File: config.mk
export PLATFORM = sky130hd
export DESIGN_NAME = uart_fstop_tx
export DESIGN_NICKNAME = d
export VERILOG_FILES = /design/src/rtl/uft_pkg.sv /design/src/rtl/uft_stop_calc.sv /design/src/rtl/uft_cfg_reg.sv /design/src/rtl/uft_flow.sv /design/src/rtl/uft_tx_core.sv /design/src/rtl/uart_fstop_tx.sv
export SDC_FILE = /design/constraint.sdc
export NUM_CORES = 1
export LEC_CHECK = 0
export ABC_AREA = 1
export CORE_MARGIN = 1.5
export CORE_UTILIZATION = 59
export CTS_CLUSTER_DIAMETER = 30
export DETAILED_ROUTE_END_ITERATION = 8
export PLACE_DENSITY = 0.84
export SETUP_SLACK_MARGIN = 0.15
export SLEW_MARGIN = 20
export SYNTH_ARGS = -nofsm -noshare
export SYNTH_HDL_FRONTEND = slang
export SYNTH_SLANG_ARGS = --single-unit
File: constraint.sdc
create_clock -name clk -period 3.2 [get_ports clk]
set_input_delay 0.64 -clock clk [delete_from_list [all_inputs] [get_ports clk]]
set_output_delay 0.64 -clock clk [all_outputs]
set_load 0.02 [all_outputs]
File: src/rtl/uft_pkg.sv
// Shared types for the fractional-stop transmitter.
// Assumes: mode encodings are fixed by the port contract of uart_fstop_tx.
package uft_pkg;
    typedef enum logic [2:0] {
        ST_IDLE,
        ST_START,
        ST_DATA,
        ST_STOP,
        ST_HALT
    } tx_state_e;

    localparam logic [1:0] OSR_8X  = 2'b00;
    localparam logic [1:0] OSR_16X = 2'b01;
    localparam logic [1:0] OSR_32X = 2'b10;
endpackage

File: src/rtl/uft_stop_calc.sv
// Maps oversampling mode and stop code to tick counts for a data bit and
// for the stop bit, and flags a code that the mode does not allow.
// Assumes: FS_W is 4 and CNT_W can hold the largest oversampling factor.
module uft_stop_calc #(
    parameter int FS_W  = 4,
    parameter int CNT_W = 6
) (
    input  logic [1:0]       mode,
    input  logic [FS_W-1:0]  code,
    output logic [CNT_W-1:0] bit_ticks,
    output logic [CNT_W-1:0] stop_ticks,
    output logic             illegal
);
    import uft_pkg::*;

    localparam logic [CNT_W-1:0] T8  = CNT_W'(8);
    localparam logic [CNT_W-1:0] T16 = CNT_W'(16);
    localparam logic [CNT_W-1:0] T32 = CNT_W'(32);

    logic [CNT_W-1:0] code_w;
    assign code_w = CNT_W'(code);

    // Decode tick counts per mode; illegal codes fall back to a full bit.
    always_comb begin
        illegal    = 1'b0;
        bit_ticks  = T16;
        stop_ticks = T16;
        unique case (mode)
            OSR_8X: begin
                bit_ticks = T8;
                if (code[FS_W-1:FS_W-2] == 2'b11) begin
                    stop_ticks = code_w - CNT_W'(7);
                end else begin
                    stop_ticks = T8;
                    illegal    = 1'b1;
                end
            end
            OSR_16X: begin
                bit_ticks = T16;
                if (code[FS_W-1]) begin
                    stop_ticks = code_w + CNT_W'(1);
                end else begin
                    stop_ticks = T16;
                    illegal    = 1'b1;
                end
            end
            OSR_32X: begin
                bit_ticks  = T32;
                stop_ticks = code_w + CNT_W'(17);
            end
            default: begin
                bit_ticks  = T16;
                stop_ticks = T16;
                illegal    = 1'b1;
            end
        endcase
    end
endmodule

File: src/rtl/uft_cfg_reg.sv
// Holds the stop code; resets to all ones, which is a full stop bit in
// every mode.
// Assumes: writes happen only while the channel is idle or halted.
module uft_cfg_reg #(
    parameter int FS_W = 4
) (
    input  logic            clk,
    input  logic            rst_n,
    input  logic            wr,
    input  logic [FS_W-1:0] wdata,
    output logic [FS_W-1:0] code
);
    // Capture a new stop code on a write strobe.
    always_ff @(posedge clk) begin
        if (!rst_n) begin
            code <= '1;
        end else if (wr) begin
            code <= wdata;
        end
    end
endmodule

File: src/rtl/uft_flow.sv
// Clear-to-send loss bookkeeping: sticky loss flag, masked interrupt,
// and the restart handshake that lets a halted core resume.
// Assumes: halt_evt is a one-cycle pulse from the core at halt entry.
module uft_flow (
    input  logic clk,
    input  logic rst_n,
    input  logic halt_evt,
    input  logic halted,
    input  logic restart,
    input  logic cts,
    input  logic clr,
    input  logic irq_mask,
    output logic resume,
    output logic cts_lost,
    output logic irq
);
    logic rs_pend;

    assign resume = halted && cts && (restart || rs_pend);
    assign irq    = cts_lost && !irq_mask;

    // Loss flag: set on halt entry, clear on request; set wins.
    always_ff @(posedge clk) begin
        if (!rst_n) begin
            cts_lost <= 1'b0;
        end else if (halt_evt) begin
            cts_lost <= 1'b1;
        end else if (clr) begin
            cts_lost <= 1'b0;
        end
    end

    // Remember a restart seen while halted until the line is clear.
    always_ff @(posedge clk) begin
        if (!rst_n) begin
            rs_pend <= 1'b0;
        end else if (!halted || resume) begin
            rs_pend <= 1'b0;
        end else if (restart) begin
            rs_pend <= 1'b1;
        end
    end
endmodule

File: src/rtl/uft_tx_core.sv
// Character sequencer and shifter: start, data LSB first, shortened stop.
// Tick lengths are latched when a byte is accepted, so configuration
// changes during a character do not disturb it.
// Assumes: bit_ticks and stop_ticks are non-zero.
module uft_tx_core #(
    parameter int DATA_W = 8,
    parameter int CNT_W  = 6
) (
    input  logic              clk,
    input  logic              rst_n,
    input  logic              os_tick,
    input  logic [DATA_W-1:0] tx_data,
    input  logic              tx_valid,
    input  logic              cts,
    input  logic [CNT_W-1:0]  bit_ticks,
    input  logic [CNT_W-1:0]  stop_ticks,
    input  logic              resume,
    output logic              tx_ready,
    output logic              txd,
    output logic              halt_evt,
    output logic              halted
);
    import uft_pkg::*;

    localparam int IDX_W = (DATA_W > 1) ? $clog2(DATA_W) : 1;
    localparam logic [IDX_W-1:0] LAST_IDX = IDX_W'(DATA_W - 1);

    tx_state_e         state;
    logic [CNT_W-1:0]  tick_cnt;
    logic [CNT_W-1:0]  bit_len;
    logic [CNT_W-1:0]  stop_len;
    logic [CNT_W-1:0]  cur_len;
    logic [IDX_W-1:0]  bit_idx;
    logic [DATA_W-1:0] shreg;
    logic              lost_pend;
    logic              last_tick;
    logic              accept;
    logic              busy;

    assign tx_ready  = (state == ST_IDLE) && cts;
    assign accept    = tx_valid && tx_ready;
    assign busy      = (state == ST_START) || (state == ST_DATA) || (state == ST_STOP);
    assign cur_len   = (state == ST_STOP) ? stop_len : bit_len;
    assign last_tick = os_tick && (tick_cnt == cur_len - CNT_W'(1));
    assign halt_evt  = (state == ST_STOP) && last_tick && (lost_pend || !cts);
    assign halted    = (state == ST_HALT);

    // Sequence the character and drive the registered line.
    always_ff @(posedge clk) begin
        if (!rst_n) begin
            state     <= ST_IDLE;
            tick_cnt  <= '0;
            bit_idx   <= '0;
            shreg     <= '0;
            bit_len   <= CNT_W'(16);
            stop_len  <= CNT_W'(16);
            lost_pend <= 1'b0;
            txd       <= 1'b1;
        end else begin
            unique case (state)
                ST_IDLE: begin
                    if (accept) begin
                        state     <= ST_START;
                        shreg     <= tx_data;
                        bit_len   <= bit_ticks;
                        stop_len  <= stop_ticks;
                        tick_cnt  <= '0;
                        bit_idx   <= '0;
                        lost_pend <= 1'b0;
                        txd       <= 1'b0;
                    end
                end
                ST_START, ST_DATA, ST_STOP: begin
                    if (!cts) begin
                        lost_pend <= 1'b1;
                    end
                    if (os_tick) begin
                        if (!last_tick) begin
                            tick_cnt <= tick_cnt + CNT_W'(1);
                        end else begin
                            tick_cnt <= '0;
                            if (state == ST_START) begin
                                state   <= ST_DATA;
                                bit_idx <= '0;
                                txd     <= shreg[0];
                            end else if (state == ST_DATA) begin
                                if (bit_idx == LAST_IDX) begin
                                    state <= ST_STOP;
                                    txd   <= 1'b1;
                                end else begin
                                    bit_idx <= bit_idx + IDX_W'(1);
                                    shreg   <= shreg >> 1;
                                    txd     <= shreg[1];
                                end
                            end else begin
                                state <= halt_evt ? ST_HALT : ST_IDLE;
                                txd   <= 1'b1;
                            end
                        end
                    end
                end
                ST_HALT: begin
                    txd <= 1'b1;
                    if (resume) begin
                        state <= ST_IDLE;
                    end
                end
                default: begin
                    state <= ST_IDLE;
                    txd   <= 1'b1;
                end
            endcase
        end
    end

    // Busy is only used to document the character window for reviewers.
    logic unused_busy;
    assign unused_busy = busy;
endmodule

File: src/rtl/uart_fstop_tx.sv
// Top level: asynchronous transmitter with a programmable shortened stop
// bit and halt-on-clear-to-send-loss. Wires the code register, the tick
// decoder, the character core and the flow logic together.
// Assumes: os_tick is synchronous to clk; os_mode is held while busy.
module uart_fstop_tx #(
    parameter int DATA_W  = 8,
    parameter int FS_W    = 4,
    parameter int MAX_OSR = 32
) (
    input  logic              clk,
    input  logic              rst_n,
    input  logic              os_tick,
    input  logic [1:0]        os_mode,
    input  logic              fstop_wr,
    input  logic [FS_W-1:0]   fstop_wdata,
    input  logic [DATA_W-1:0] tx_data,
    input  logic              tx_valid,
    output logic              tx_ready,
    input  logic              cts,
    input  logic              restart,
    input  logic              irq_mask,
    input  logic              cts_lost_clr,
    output logic              cts_lost,
    output logic              irq,
    output logic              cfg_illegal,
    output logic              txd
);
    localparam int CNT_W = $clog2(MAX_OSR + 1);

    logic [FS_W-1:0]  code;
    logic [CNT_W-1:0] bit_ticks;
    logic [CNT_W-1:0] stop_ticks;
    logic             halt_evt;
    logic             halted;
    logic             resume;

    uft_cfg_reg #(.FS_W(FS_W)) u_cfg (
        .clk   (clk),
        .rst_n (rst_n),
        .wr    (fstop_wr),
        .wdata (fstop_wdata),
        .code  (code)
    );

    uft_stop_calc #(.FS_W(FS_W), .CNT_W(CNT_W)) u_calc (
        .mode       (os_mode),
        .code       (code),
        .bit_ticks  (bit_ticks),
        .stop_ticks (stop_ticks),
        .illegal    (cfg_illegal)
    );

    uft_tx_core #(.DATA_W(DATA_W), .CNT_W(CNT_W)) u_core (
        .clk        (clk),
        .rst_n      (rst_n),
        .os_tick    (os_tick),
        .tx_data    (tx_data),
        .tx_valid   (tx_valid),
        .cts        (cts),
        .bit_ticks  (bit_ticks),
        .stop_ticks (stop_ticks),
        .resume     (resume),
        .tx_ready   (tx_ready),
        .txd        (txd),
        .halt_evt   (halt_evt),
        .halted     (halted)
    );

    uft_flow u_flow (
        .clk      (clk),
        .rst_n    (rst_n),
        .halt_evt (halt_evt),
        .halted   (halted),
        .restart  (restart),
        .cts      (cts),
        .clr      (cts_lost_clr),
        .irq_mask (irq_mask),
        .resume   (resume),
        .cts_lost (cts_lost),
        .irq      (irq)
    );
endmodule

**Yosys cells after proc, flatten, opt, wreduce, memory -nomap -nowiden**

Cells that the tools add are included.

- Register bits after elaboration: 40
- Word-level logic and storage cells: 111
- Bits of input ports: 23
- Output and inout bits: 5

- Mux-type cells: 46
- $add $sub $neg: 6
- Reductions and logical operators: 27
- Bitwise gates (word level): 1
- Equality and inequality tests: 20

Operators by type and width:

| kind | number |
|---|---|
| $mux W8 | 6 |
| $mux W3 | 14 |
| $mux W6 | 6 |
| $pmux W6 S2 | 2 |
| $pmux W6 S3 | 1 |
| $pmux W8 S2 | 1 |
| $mux W1 | 11 |
| $ne A2 B2 Y1 const B | 5 |
| $pmux W3 S3 | 1 |
| $reduce_and A3 Y1 | 3 |
| $logic_and A1 B1 Y1 | 8 |
| $reduce_and A7 Y1 | 1 |
| $add A4 B5 Y6 const B | 1 |
| $add A6 B1 Y6 const B | 1 |
| $eq A3 B2 Y1 const B | 2 |
| $eq A3 B3 Y1 const B | 2 |
| $eq A6 B6 Y1 | 1 |
| $ne A2 B1 Y1 const B | 3 |
| $pmux W3 S2 | 1 |
| $reduce_and A6 Y1 | 1 |
| $sub A6 B1 Y6 const B | 1 |
| $add A4 B1 Y5 const B | 1 |
| $reduce_and A5 Y1 | 1 |
| $sub A4 B3 Y5 const B | 1 |
| 18 further kinds | 25 |

**Logic depth before layout (Yosys ltp)**

- Depth after elaboration: 13
- Mapped depth: 18
- Gate-level depth less buffers: 16

**Modules after synthesis**

From an unflattened synthesis, not the netlist that was laid out.

- Cells, all modules: 377
- Area total of the unflattened synthesis: 2398.6 um2

By module, submodules not included:

| module | cells an instance | area an instance (um2) | times used |
|---|---|---|---|
| uft_tx_core | 305 | 1960.6 | 1 |
| uft_stop_calc | 41 | 214.0 | 1 |
| uft_cfg_reg | 17 | 133.9 | 1 |
| uft_flow | 14 | 90.1 | 1 |

**Worst setup path before layout**

Ideal clock, no wire load.

- Kind: input port to flip-flop
- Start: input port cts
- End: register u_core.tick_cnt[4]
- Setup slack: 0.980 ns
- Buffers on the path: 0
- Data required time: 3.081 ns
- Arrival time: 2.101 ns
- Cell stages on the path: 10
- Cell sequence: inv_1 > nor3_2 > nand2_2 > nand3_2 > nand2_1 > a21oi_4 > nand2_1 > nor3_2 > xor2_1 > nor2_1

- Cells in the longest elaborated chain, start to end: 4

Ends and longest elaborated chain:

| item | line | RTL |
|---|---|---|
| start: declaration | uart_fstop_tx.sv:19 | `input logic cts,` |
| $logic_and A1 B1 Y1 | uft_tx_core.sv:40 | `assign tx_ready = (state == ST_IDLE) && cts;` |
| named net tx_ready | uart_fstop_tx.sv:18 | `output logic tx_ready,` |
| $logic_and A1 B1 Y1 | uft_tx_core.sv:41 | `assign accept = tx_valid && tx_ready;` |
| $ne A2 B1 Y1 (no line) | n/a |  |
| $reduce_and A3 Y1 (no line) | n/a |  |
| end signal: assignment | uft_tx_core.sv:79 | `tick_cnt <= tick_cnt + CNT_W'(1);` |
| end: declaration | uft_tx_core.sv:29 | `logic [CNT_W-1:0] tick_cnt;` |

The timed path passes the listed nets, and every way through them passes these cells.
A chain may end at the register's enable or synchronous reset.

**Worst setup path in the final report**

- Start: input port os_mode[0]
- End: output port cfg_illegal

- Cells in the longest elaborated chain, start to end: 2

Ends and longest elaborated chain:

| item | line | RTL |
|---|---|---|
| start: declaration | uart_fstop_tx.sv:13 | `input logic [1:0] os_mode,` |
| $eq A2 B2 Y1 (tied with other cells) | uft_stop_calc.sv:28 | `unique case (mode)` |
| $pmux W1 S3 * | uft_stop_calc.sv:28 |  |
| end: declaration | uart_fstop_tx.sv:25 | `output logic cfg_illegal,` |

Mark *: on every way between the ends. The rest lies on a longest branch, timed or not.

==> flow_metrics.py <==
metrics = {
    "logic_synthesis": {
        "synth_area_per_cell_sq_um": 6.73,
        "synthesis.nets": 353,
        "synth_top_area_frac": 0.338,
        "async_flop_share": 0,
        "synth_area_leaders": "dfxtp_1, nand2_1, inv_1",
        "yosysMostFrequentCell": "nand2_1",
        "netlist_instances": 325,
        "synth.distinct_cells": 37,
        "syn_area_sq_um": 2190,
        "synth_warnings": 0,
        "ys.flop_type": "dfxtp_1",
        "ys_seq_area_frac": 0.338,
        "synth_area_leader_cell": "dfxtp_1",
        "synth_seq_cells": 37,
        "synth_edf_count": 0,
        "synth_commonest_cells": "nand2_1, inv_1, dfxtp_1, nor2_1, nand3_1",
    },
    "clock_network": {
        "cts_buffers": 5,
        "cts_resized": 0,
        "root_buffer": "clkbuf_8",
        "cts_tree": "yes",
        "clk_pin_slew_ns": 0.07,
        "postCtsHoldBufs": 0,
        "clock_sinks": 37,
        "cts-htree-levels": 2,
        "postCtsSetupBuffers": 0,
        "clockBufferDepth": 2,
        "clk_latency_ns": 0.28,
    },
    "floorplan": {
        "start_util": 0.636,
        "die_area_sq_um": 4080,
        "die_w_um": 63.9,
        "die_y_um": 63.9,
        "num_io_pins": 28,
        "num_rows": 21,
        "core-area_sq_um": 3440,
    },
    "placed_design": {
        "dp_cells": 392,
        "dpl_cell_area_sq_um": 2470,
        "place_congestion": 0.874,
        "place_ws_ns": 0.418,
        "numPortBuffers": 27,
        "hpwl_um": 3350,
    },
    "global_routing": {
        "grt_pass1_wl_um": 7800,
        "grt.total_usage": 0.234,
        "grt_max_degree": 21,
        "grt_pass1_vias": 1907,
        "grt_antenna_before_repair": 0,
        "grt-ovfl-total": 0,
    },
    "layout": {
        "post-route-util": 0.740,
        "drive_gt1_frac": 0.0876,
        "diodes": 0,
        "stdcell_count": 400,
        "design_area_sq_um": 2550,
        "area_growth_pct": 16.5,
        "nets": 381,
    },
    "critical_path": {
        "cp.arrival_ns": 2.16,
        "critical_path_peak_fanout": 5,
        "crit_required_ns": 2.56,
        "worstSetupEndpointType": "primary output",
        "crit_path_start_kind": "input pin",
        "crit_type": "in2out",
    },
    "worst_hold_path": {
        "hp-class": "reg2reg",
    },
    "detailed_routing": {
        "drc_errors": 0,
        "firstDrtPassIters": 4,
        "ant_nets": 0,
        "drt_iter0_markers": 118,
        "viasPerCell": 5.11,
        "routed_wl_um": 4350,
        "wire_per_inst_um": 10.9,
        "num_vias": 2042,
    },
    "run": {
        "drv_cap": 0,
    },
    "sta": {
        "max_freq_mhz": 357,
        "rsz0062_at_grt": "false",
        "timing.final.ws_setup_ns": 0.400,
        "drv_slew": 0,
        "worst_pin_slew_ns": 0.502,
        "tns_ns": 0,
        "setup-violations-final": 0,
        "slew_headroom": 0.663,
        "fin_skew_ns": 0.00564,
        "period_minus_slack_ns": 2.80,
        "finalHoldViolations": 0,
        "fin_crit_sh": 0.875,
    },
    "power": {
        "power.density_nw_per_um2": 746,
        "p_leak_nw": 1.15,
        "vdd_ir_drop_max_mv": 0.464,
    },
    "outcome": {
        "outcome": "complete, no violations",
    },
}
==> path summary, 6_finish.rpt <==
path	startpoint	endpoint	slack (ns)	cells after the start
min reg2reg	u_core.bit_idx[2]$_SDFFE_PN0P_	u_core.bit_idx[2]$_SDFFE_PN0P_	0.48	2
max	os_mode[0]	cfg_illegal	0.40	5
min	u_core.bit_idx[2]$_SDFFE_PN0P_	u_core.bit_idx[2]$_SDFFE_PN0P_	0.48	2
max reg2reg	u_core.state[0]$_SDFFE_PN0P_	u_core.shreg[2]$_SDFFE_PN0P_	0.95	14
==> per-layer routing <==
metal | up-vias | track usage | share of wire
met5 | - | 0 | 0
met3 | 7 | 0.0370 | 0.046
met2 | 50 | 0.404 | 0.48
li1 | 1101 | - | -
met4 | 0 | 0.0897 | 0.012
met1 | 884 | 0.291 | 0.47
==> registers in the layout, indices dropped and copies added, names as in the netlist <==
name,flops
u_core.txd,1
u_flow.cts_lost,1
u_core.bit_len,3
u_core.tick_cnt,6
u_core.shreg,8
u_core.state,3
u_core.bit_idx,3
u_cfg.code,4
u_core.lost_pend,1
u_core.stop_len,6
u_flow.rs_pend,1
==> critical path, cell delays in order <==
cell	delay, ns
clkdlybuf4s50_1	0.48
inv_1	0.10
nor2_1	0.05
a21oi_1	0.24
clkdlybuf4s50_1	0.65
==> where the power goes <==
group          internal, W  total, W  leakage (nW)  switching (W)
Combinational     0.000330  0.000936         0.813       0.000606
Clock             0.000155  0.000306        0.0395       0.000151
Sequential        0.000567  0.000658         0.302      0.0000913
Total              0.00105   0.00190          1.15       0.000849
==> layout make-up <==
class	count	area [sq um]
well taps	46	57.6
fillers	293	893
inverters	44	168
clock buffers	8	80.1
multi-input cells	237	1220
repair buffers	28	278
flip-flops and latches	37	741
==> logic make-up (layout without fill, tap and decap cells) <==
logic type,after synthesis,count (layout),share of synthesized area
simple gates,186,186,0.393
buf+inv,51,80,0.102
compound gates,42,42,0.122
flops,37,37,0.338
fa+ha+maj,5,5,0.0286
xor+xnor,4,4,0.0160
==> per-stage QoR <==
step | total power (W) | hold WS [ns]
finish | 0.00190 | 0.479
global route | 0.00209 | 0.518
CTS | 0.00191 | 0.480
detailed placement | 0.00160 | 0.469
global placement | 0.00158 | 0.461
floorplan | 0.00145 | 0.444
==> placed cells by master (no fill, tap or decap), drive strengths merged <==
cell type      synthesis  layout
ha                     5       5
o32ai                  1       1
o21bai                 1       1
nand3                 30      30
clkbuf                 1       8
a311oi                 1       1
nand2                100     100
inv                   42      42
a221oi                 1       1
buf                    6       1
o2111ai                1       1
clkdlybuf4s50          0      27
a21oi                 14      14
dfxtp                 37      37
o21a                   1       1
nor3                   9       9
o21ai                 16      16
o211ai                 2       2
xor2                   4       4
nand4                  6       6
o22ai                  4       4
or2                    2       2
clkinv                 2       2
nor2                  39      39
Note: power is estimated with default switching activity, not from simulation.
